--- src/rtl/cfg_smbus_regs.sv ---
module cfg_smbus_regs #(
  parameter int NUM_REGS = 8,
  parameter logic [6:0] DEV_ADDR = 7'h69,
  parameter logic [NUM_REGS*8-1:0] REG_DEFAULTS = 64'h3C00FF810F55A701
) (
  input  logic                  clk,
  input  logic                  rst_n,
  input  logic                  scl_i,
  input  logic                  sda_i,
  output logic                  sda_oe_n,
  output logic [NUM_REGS*8-1:0] cfg_o
);
  localparam int IW = $clog2(NUM_REGS);
  localparam logic [7:0] NREG8 = 8'(NUM_REGS);

  typedef enum logic [2:0] {S_IDLE, S_RX, S_ACK, S_TX, S_MACK} st_t;

  logic [1:0] scl_sy, sda_sy;
  logic       scl_q, sda_q;
  logic       scl_s, sda_s;
  assign scl_s = scl_sy[1];
  assign sda_s = sda_sy[1];

  logic scl_rise, scl_fall, start_c, stop_c;
  assign scl_rise = scl_s & ~scl_q;
  assign scl_fall = ~scl_s & scl_q;
  assign start_c  = scl_s & scl_q & sda_q & ~sda_s;
  assign stop_c   = scl_s & scl_q & ~sda_q & sda_s;

  st_t        st;
  logic [2:0] bitc;
  logic [7:0] sh;
  logic       ackon, mack, rw;
  logic [7:0] bytn;
  logic       cmd_byte;
  logic [6:0] cmd_off;
  logic [7:0] wcount;
  logic [7:0] ridx;
  logic [7:0] regs [NUM_REGS];

  logic [7:0] rx_byte, widx, rprev, rd_data;
  logic       off_ok;
  assign rx_byte = {sh[6:0], sda_s};
  assign widx    = bytn - 8'd3;
  assign rprev   = ridx - 8'd1;
  assign off_ok  = {1'b0, cmd_off} < NREG8;

  always_comb begin
    rd_data = 8'h00;
    if (cmd_byte) begin
      if (off_ok) rd_data = regs[cmd_off[IW-1:0]];
    end else if (ridx == 8'd0) begin
      rd_data = NREG8;
    end else if (ridx <= NREG8) begin
      rd_data = regs[rprev[IW-1:0]];
    end
  end

  always_ff @(posedge clk or negedge rst_n) begin
    if (!rst_n) begin
      scl_sy <= 2'b11;
      sda_sy <= 2'b11;
      scl_q  <= 1'b1;
      sda_q  <= 1'b1;
    end else begin
      scl_sy <= {scl_sy[0], scl_i};
      sda_sy <= {sda_sy[0], sda_i};
      scl_q  <= scl_s;
      sda_q  <= sda_s;
    end
  end

  always_ff @(posedge clk or negedge rst_n) begin
    if (!rst_n) begin
      st       <= S_IDLE;
      bitc     <= 3'd0;
      sh       <= 8'h00;
      ackon    <= 1'b0;
      mack     <= 1'b0;
      rw       <= 1'b0;
      bytn     <= 8'd0;
      cmd_byte <= 1'b0;
      cmd_off  <= 7'd0;
      wcount   <= 8'd0;
      ridx     <= 8'd0;
      sda_oe_n <= 1'b1;
      for (int i = 0; i < NUM_REGS; i++) regs[i] <= REG_DEFAULTS[i*8 +: 8];
    end else if (start_c) begin
      st       <= S_RX;
      bitc     <= 3'd0;
      bytn     <= 8'd0;
      ackon    <= 1'b0;
      mack     <= 1'b0;
      sda_oe_n <= 1'b1;
    end else if (stop_c) begin
      st       <= S_IDLE;
      ackon    <= 1'b0;
      mack     <= 1'b0;
      sda_oe_n <= 1'b1;
    end else begin
      case (st)
        S_RX: if (scl_rise) begin
          sh   <= rx_byte;
          bitc <= bitc + 3'd1;
          if (bitc == 3'd7) begin
            if (bytn == 8'd0) begin
              if (rx_byte[7:1] == DEV_ADDR) begin
                rw   <= rx_byte[0];
                bytn <= 8'd1;
                ridx <= 8'd0;
                st   <= S_ACK;
              end else begin
                st <= S_IDLE;
              end
            end else begin
              st <= S_ACK;
              if (!rw) begin
                if (bytn != 8'hFF) bytn <= bytn + 8'd1;
                if (bytn == 8'd1) begin
                  cmd_byte <= rx_byte[7];
                  cmd_off  <= rx_byte[6:0];
                end else if (cmd_byte) begin
                  if (bytn == 8'd2 && off_ok) regs[cmd_off[IW-1:0]] <= rx_byte;
                end else if (bytn == 8'd2) begin
                  wcount <= rx_byte;
                end else if (widx < wcount && widx < NREG8) begin
                  regs[widx[IW-1:0]] <= rx_byte;
                end
              end
            end
          end
        end
        S_ACK: if (scl_fall) begin
          if (!ackon) begin
            ackon    <= 1'b1;
            sda_oe_n <= 1'b0;
          end else begin
            ackon <= 1'b0;
            bitc  <= 3'd0;
            if (rw) begin
              st       <= S_TX;
              sh       <= rd_data;
              sda_oe_n <= rd_data[7];
            end else begin
              st       <= S_RX;
              sda_oe_n <= 1'b1;
            end
          end
        end
        S_TX: if (scl_fall) begin
          bitc <= bitc + 3'd1;
          if (bitc == 3'd7) begin
            sda_oe_n <= 1'b1;
            st       <= S_MACK;
          end else begin
            sda_oe_n <= sh[6];
            sh       <= {sh[6:0], 1'b0};
          end
        end
        S_MACK: begin
          if (scl_rise) begin
            if (sda_s) begin
              st <= S_IDLE;
            end else begin
              mack <= 1'b1;
              if (ridx != 8'hFF) ridx <= ridx + 8'd1;
            end
          end else if (scl_fall && mack) begin
            mack     <= 1'b0;
            bitc     <= 3'd0;
            st       <= S_TX;
            sh       <= rd_data;
            sda_oe_n <= rd_data[7];
          end
        end
        default: ;
      endcase
    end
  end

  for (genvar g = 0; g < NUM_REGS; g++) begin : g_out
    assign cfg_o[g*8 +: 8] = regs[g];
  end
endmodule

--- config.mk ---
export PLATFORM = sky130hd
export DESIGN_NAME = cfg_smbus_regs
export DESIGN_NICKNAME = d
export VERILOG_FILES = /design/src/rtl/cfg_smbus_regs.sv
export SDC_FILE = /design/constraint.sdc
export NUM_CORES = 1
export LEC_CHECK = 0
export BUFFER_PORTS_ARGS = -buffer_cell sky130_fd_sc_hd__buf_2
export CELL_PAD_IN_SITES_DETAIL_PLACEMENT = 0
export CELL_PAD_IN_SITES_GLOBAL_PLACEMENT = 1
export CORE_MARGIN = 4
export CORE_UTILIZATION = 52
export CTS_BUF_LIST = sky130_fd_sc_hd__clkbuf_4
export CTS_CLUSTER_DIAMETER = 30
export DETAILED_ROUTE_END_ITERATION = 8
export GPL_ROUTABILITY_DRIVEN = 0
export PLACE_DENSITY = 0.85
export SKIP_LAST_GASP = 1
export SLEW_MARGIN = 20
export SYNTH_ARGS = -nofsm -noshare
export SYNTH_HDL_FRONTEND = slang
export SYNTH_SLANG_ARGS = --single-unit
--- constraint.sdc ---
create_clock -name clk -period 7.88 [get_ports clk]
set_clock_uncertainty 0.2 [all_clocks]
set_input_delay 0.788 -clock clk [delete_from_list [all_inputs] [get_ports clk]]
set_output_delay 0.788 -clock clk [all_outputs]
set_load 0.01 [all_outputs]
==> impl_metrics.yaml, run 1 <==
logic_synthesis:
  synthFlopType: "dfrtp_1"
  async_flop_share: 1.00
  syn_avg_cell_area_um2: 9.60
  synth_top_area_frac: 0.271
  yosys_warnings: 0
  netlist_instances: 807
  ys_ff_latch: 119
  synth_cell_types: 77
  synthTopCellsByArea: "dfrtp_1 27%, dfstp_2 12%, mux4_2 8.1%"
  synth-edff-count: 0
  syn-cell-area_um2: 7740
  synth_seq_area_share: 0.390
  syn_nets: 827
  yosys.area.top_type: "dfrtp_1"
detailed_routing:
  wire_per_inst_um: 22.4
  via_per_inst: 6.67
  routed-via-count: 6938
  drc: 0
  first_pass_iters: 5
  drt-total-wl_um: 23300
  drt_iter0_drc: 645
  postRouteAntennaNets: 0
worst_setup_path:
  critPathLaunch: "bytn[0]"
  cp_max_fo: 56
  crit_arrival_ns: 4.60
  regToRegStartpoint: "bytn[0]"
  path_class: "flip-flop to flip-flop"
  worstPathRequired_ns: 8.17
  r2r-end: "cfg_o[32]"
  critPathCaptureType: "flip-flop"
  cp-start-kind: "flip-flop"
  crit_path_end: "cfg_o[32]"
  r2r_slack_ns: 3.57
  ff2ff_path_depth: 11
grt:
  grt_start_max_net_pins: 80
  grt_use_total: 0.287
  grt_pass1_wl_um: 37500
  first_global_vias: 6933
  gr-total-overflow: 0
  antenna_found_initial: 1
timing:
  period_share: 0.547
  min_period_ns: 4.31
  worstMarginPinSlew_ns: 1.20
  finalSetupTns_ns: 0
  hold_viol_final: 0
  max_clock_freq_mhz: 232
  rsz0062_at_grt: "false"
  relSlewSlack: 0.200
  setup_viol: 0
  maxSlewViolCount: 0
floorplanning:
  design.core.area_um2: 14600
  die_x_um: 130
  start_util: 0.531
  dieHeight_um: 130
  pin_count: 69
  die_area_um2: 16900
  placementRows: 44
cells_and_area:
  synthToLayoutAreaGrowth_pct: 8.59
  utilization: 0.577
  fillers: 1274
  final_cell_area_um2: 8410
  final_nets: 862
  drive_gt1_frac: 0.236
outcome:
  outcome: "completed"
clock_network:
  cts_root_buf: "clkbuf_4"
  cts.reportedPaths.clkPinSlew_ns: 0.12
  clk_latency_ns: 0.56
  ctsHtreeMaxLevel: 4
  cts_sinks: 119
  clockBufferDepth: 2
  cts_buffers: 17
  cts_tree: "yes"
min_path:
  hp-start: "sda_i"
  hold_path_class: "primary input to flip-flop"
  worst_hold_path.num_cells: 1
pwr:
  p_leak_nw: 3.38
  power_switching_uw: 303
  combPwrFrac: 0.041
  ir_drop_mv: 0.0842
  cellPowerDensity_nw_per_um2: 135
  clkPwrFrac: 0.389
  power_frac_seq: 0.570
  intPower_uw: 831
  p_sw_frac: 0.267
place:
  post_dp_cell_area_um2: 8110
  dp_hpwl_um: 15400
  port_buffers: 68
flow_run:
  drv_cap: 0
[metrics by stage]
step / hold WS [ns] / setup WS, ns / power (mW) / std cells
global placement: 0.147 / 3.84 / 0.702 / 1006
finish: 0.113 / 3.57 / 1.13 / 1040
detailed placement: 0.147 / 3.69 / 0.705 / 1006
global route: 0.0782 / 3.29 / 1.17 / 1040
CTS: 0.0735 / 3.63 / 1.14 / 1039
floorplan: 0.145 / 4.51 / 0.676 / 807
[cell type report]
type / count / area, um^2 / share of cell area
Sequential cell: 119 / 3020 / 0.359
Tap cell: 184 / 230 / 0.0274
Antenna cell: 1 / 2.50 / 0.000298
Multi-Input combinational cell: 601 / 4360 / 0.519
Inverter: 22 / 82.6 / 0.00982
Clock inverter: 14 / 134 / 0.0159
Clock buffer: 18 / 135 / 0.0161
Timing Repair Buffer: 81 / 443 / 0.0527
[cell usage in the layout (no fill, tap or decap), drive strengths merged, types with 4 or more instances in the layout]
master  instances
o21ai         109
dfrtp          84
buf            80
nand3          72
nand2          60
o211ai         60
nor2           35
dfstp          35
mux4           28
inv            22
mux2i          21
a21oi          21
mux2           19
clkbuf         18
ha             16
nand2b         15
xor2           12
clkinv         11
and2           10
nor3            9
o22ai           9
or4             7
and3            7
o31ai           7
nand4           5
or3             5
a31oi           5
nor4            5
nor2b           4
a211oi          4
[layer usage]
metal	GRT usage	vias up	wire length (um)
met1	0.382	3453	9730
met4	0.121	0	787
met5	0	-	0
met2	0.455	311	11200
li1	-	3117	-
met3	0.0618	57	1600
[power groups by stage]
stage	Sequential (mW)	Clock, mW	Combinational [mW]
detailed placement	0.658	0	0.0475
CTS	0.647	0.448	0.0477
global route	0.649	0.469	0.0555
global placement	0.656	0	0.0455
finish	0.646	0.441	0.0467
floorplan	0.646	0	0.0299
[kinds of logic (layout without fill, tap and decap cells)]
| logic type | Yosys count | count (layout) | share of synthesized area |
|---|---|---|---|
| XOR/XNOR | 15 | 15 | 0.0194 |
| buffers and inverters | 87 | 135 | 0.0527 |
| AO/OA/AOI/OAI | 250 | 250 | 0.206 |
| other | 0 | 1 | 0 |
| AND/OR/NAND/NOR | 252 | 252 | 0.170 |
| adder cells (fa/ha/maj) | 16 | 16 | 0.0258 |
| flip-flops | 119 | 119 | 0.390 |
| multiplexers | 68 | 68 | 0.136 |
[cells in the mapped netlist (10+ instances only)]
cell type	n
clkbuf_1	37
dfrtp_1	84
mux4_2	28
nand3_1	72
nand2b_1	15
xor2_1	11
nor2_1	35
buf_2	10
o211ai_1	60
and2_1	10
mux2_2	11
inv_1	21
mux2i_1	21
o21ai_0	69
dfstp_2	35
ha_1	16
nand2_1	60
a21oi_1	21
o21ai_1	40
[worst min path at each step]
stage,to,slack (ns)
global route,sda_sy[0],0.08
finish,sda_sy[0],0.11
detailed placement,sda_sy[1],0.15
global placement,sda_sy[1],0.15
CTS,sda_sy[0],0.07
floorplan,scl_sy[1],0.15
[sequential cells by signal (all words and copies together) (netlist names), 2 cells and up]
| name | flops |
|---|---|
| sda_sy | 2 |
| scl_sy | 2 |
| ridx | 8 |
| st | 3 |
| wcount | 8 |
| bitc | 3 |
| sh | 7 |
| cmd_off | 7 |
| cfg_o | 64 |
| bytn | 8 |
[repair_timing]
item,in CTS,in global routing
hold buffers,1,0
setup buffers,0,0
gates resized for setup,0,0
hold endpoints to repair,13,0
[worst max-delay path, cell delays in order (launching register included)]
cell and delay (ns):
dfrtp_1 0.57, ha_1 0.52, xor2_4 0.35, clkinv_1 0.31
ha_1 0.38, a211o_1 0.25, a31o_2 0.22, a221oi_2 0.39
and2_1 0.19, buf_4 0.48, nand3_1 0.19, o211ai_1 0.14
No activity file was read; power rests on OpenSTA's default activity.
==> inputs of run 2 (changes only) <==
CORE_UTILIZATION = 49   (was 52)
PLACE_DENSITY = 0.81   (was 0.85)
clock period = 4.1 ns   (was 7.88 ns; I/O delays follow)
==> impl_metrics.yaml, run 2 (synthesized netlist as in run 1, its figures left out) <==
floorplanning:
  die_x_um: 134
  die_area_um2: 17900
  dieHeight_um: 134
  design.core.area_um2: 15400
  placementRows: 45
  start_util: 0.504
  pin_count: 69
cells_and_area:
  drive_gt1_frac: 0.243
  most-common-layout-cells: "84 x dfrtp_1, 72 x nand3_1, 69 x o21ai_0"
  synthToLayoutAreaGrowth_pct: 10.9
  largest_register_ff_count: 64
  final_common_cell: "dfrtp_1"
  fillers: 1379
  final_nets: 878
clock_network:
  cts_sinks: 119
  cts_root_buf: "clkbuf_4"
  cts_tree: "yes"
  clockBufferDepth: 2
  clk_latency_ns: 0.54
  cts.reportedPaths.clkPinSlew_ns: 0.11
  cts_buffers: 17
  ctsHtreeMaxLevel: 4
timing:
  setup_viol: 0
  worstMarginPinSlew_ns: 1.24
  rsz0062_at_grt: "false"
  max_clock_freq_mhz: 258
  setup_slack_ns: 0.226
  min_period_ns: 3.87
  hold_viol_final: 0
  relSlewSlack: 0.173
  period_share: 0.945
  finalSetupTns_ns: 0
  maxSlewViolCount: 0
worst_setup_path:
  worstPathRequired_ns: 4.30
  cp_max_fo: 56
  cp-start-kind: "flip-flop"
  path_class: "flip-flop to flip-flop"
  ff2ff_path_depth: 12
  crit_arrival_ns: 4.08
  critPathCaptureType: "flip-flop"
grt:
  grt_start_max_net_pins: 71
  antenna_found_initial: 1
  grt_use_total: 0.268
  gr-total-overflow: 0
  first_global_vias: 6908
  grt_pass1_wl_um: 37900
detailed_routing:
  routed-via-count: 6991
  wire_per_inst_um: 21.8
  drc: 0
  drt-total-wl_um: 23600
  postRouteAntennaNets: 0
  first_pass_iters: 5
  via_per_inst: 6.46
  drt_iter0_drc: 576
min_path:
  worst_hold_path.num_cells: 0
  hold_path_class: "flip-flop to flip-flop"
place:
  place_ws_ns: 0.324
  dp_hpwl_um: 15800
  port_buffers: 68
pwr:
  p_leak_nw: 3.46
  finalPower_mw: 2.24
  ir_drop_mv: 0.193
  cellPowerDensity_nw_per_um2: 260
outcome:
  outcome: "completed"
flow_run:
  drv_cap: 0
==> run 2: cell types whose count changed in the layout (fill, tap and decap cells not counted), sizes merged <==
| cell | previous run | this run |
|---|---|---|
| buf | 80 | 94 |
| dlygate4sd3 | 1 | 3 |
| clkinvlp | 1 | 3 |
| bufinv | 2 | 3 |
| clkinv | 11 | 8 |
==> run 2: metal layers <==
layer,up-vias,share of wire,GRT usage
met5,-,0,0
met1,3484,0.42,0.352
li1,3165,-,-
met2,299,0.49,0.431
met3,43,0.065,0.0612
met4,0,0.025,0.105
==> run 2: worst paths after layout <==
path	startpoint	end	slack [ns]
max in group asynchronous	rst_n	cfg_o[42]	2.43
min reg2reg	sda_sy[0]	sda_sy[1]	0.15
min in group asynchronous	rst_n	bytn[0]	0.33
max reg2reg	bytn[5]	cfg_o[52]	0.23
max	bytn[5]	cfg_o[52]	0.23
min	sda_sy[0]	sda_sy[1]	0.15
==> run 2: what timing repair did <==
item	4_1_cts	5_1_grt
buffers inserted	0	0
setup endpoints to repair	0	1
hold endpoints to repair	49	0
hold buffers	3	0
gates resized for setup	0	1
==> run 2: final cells by class <==
| cell class | count | area, um^2 | share of cell area |
|---|---|---|---|
| antenna | 1 | 2.50 | 0.000291 |
| clock buffer | 18 | 135 | 0.0157 |
| clock inverter | 14 | 159 | 0.0185 |
| inverter | 22 | 82.6 | 0.00961 |
| multi-input combinational | 601 | 4350 | 0.506 |
| sequential | 119 | 3020 | 0.352 |
| tap | 211 | 264 | 0.0307 |
| timing repair buffer | 97 | 581 | 0.0676 |
==> run 2: where the power goes <==
group	switching [mW]	internal (mW)
clock network	0.479	0.423
logic	0.0592	0.0352
registers	0.0376	1.20
total	0.576	1.66
==> run 2: per-stage QoR <==
| stage | instance area (um^2) | hold slack, ns | cells | util |
|---|---|---|---|---|
| finish | 8590 | 0.154 | 1083 | 0.559 |
| global route | 8590 | 0.168 | 1083 | 0.559 |
| CTS | 8590 | 0.155 | 1082 | 0.559 |
| detailed placement | 8260 | 0.147 | 1047 | 0.538 |
| global placement | 8250 | 0.148 | 1047 | 0.537 |
| floorplan | 7740 | -0.0856 | 807 | - |
==> run 2: critical path, cell delays in order (launching register included) <==
cell and delay [ns]:
dfrtp_1 0.50, or4_1 0.54, buf_4 0.18, o31ai_2 0.28
nand2_1 0.09, ha_1 0.30, a211oi_1 0.26, o21ai_0 0.17
a221oi_2 0.33, a31oi_4 0.13, buf_4 0.32, o21ai_0 0.28
o211ai_1 0.12
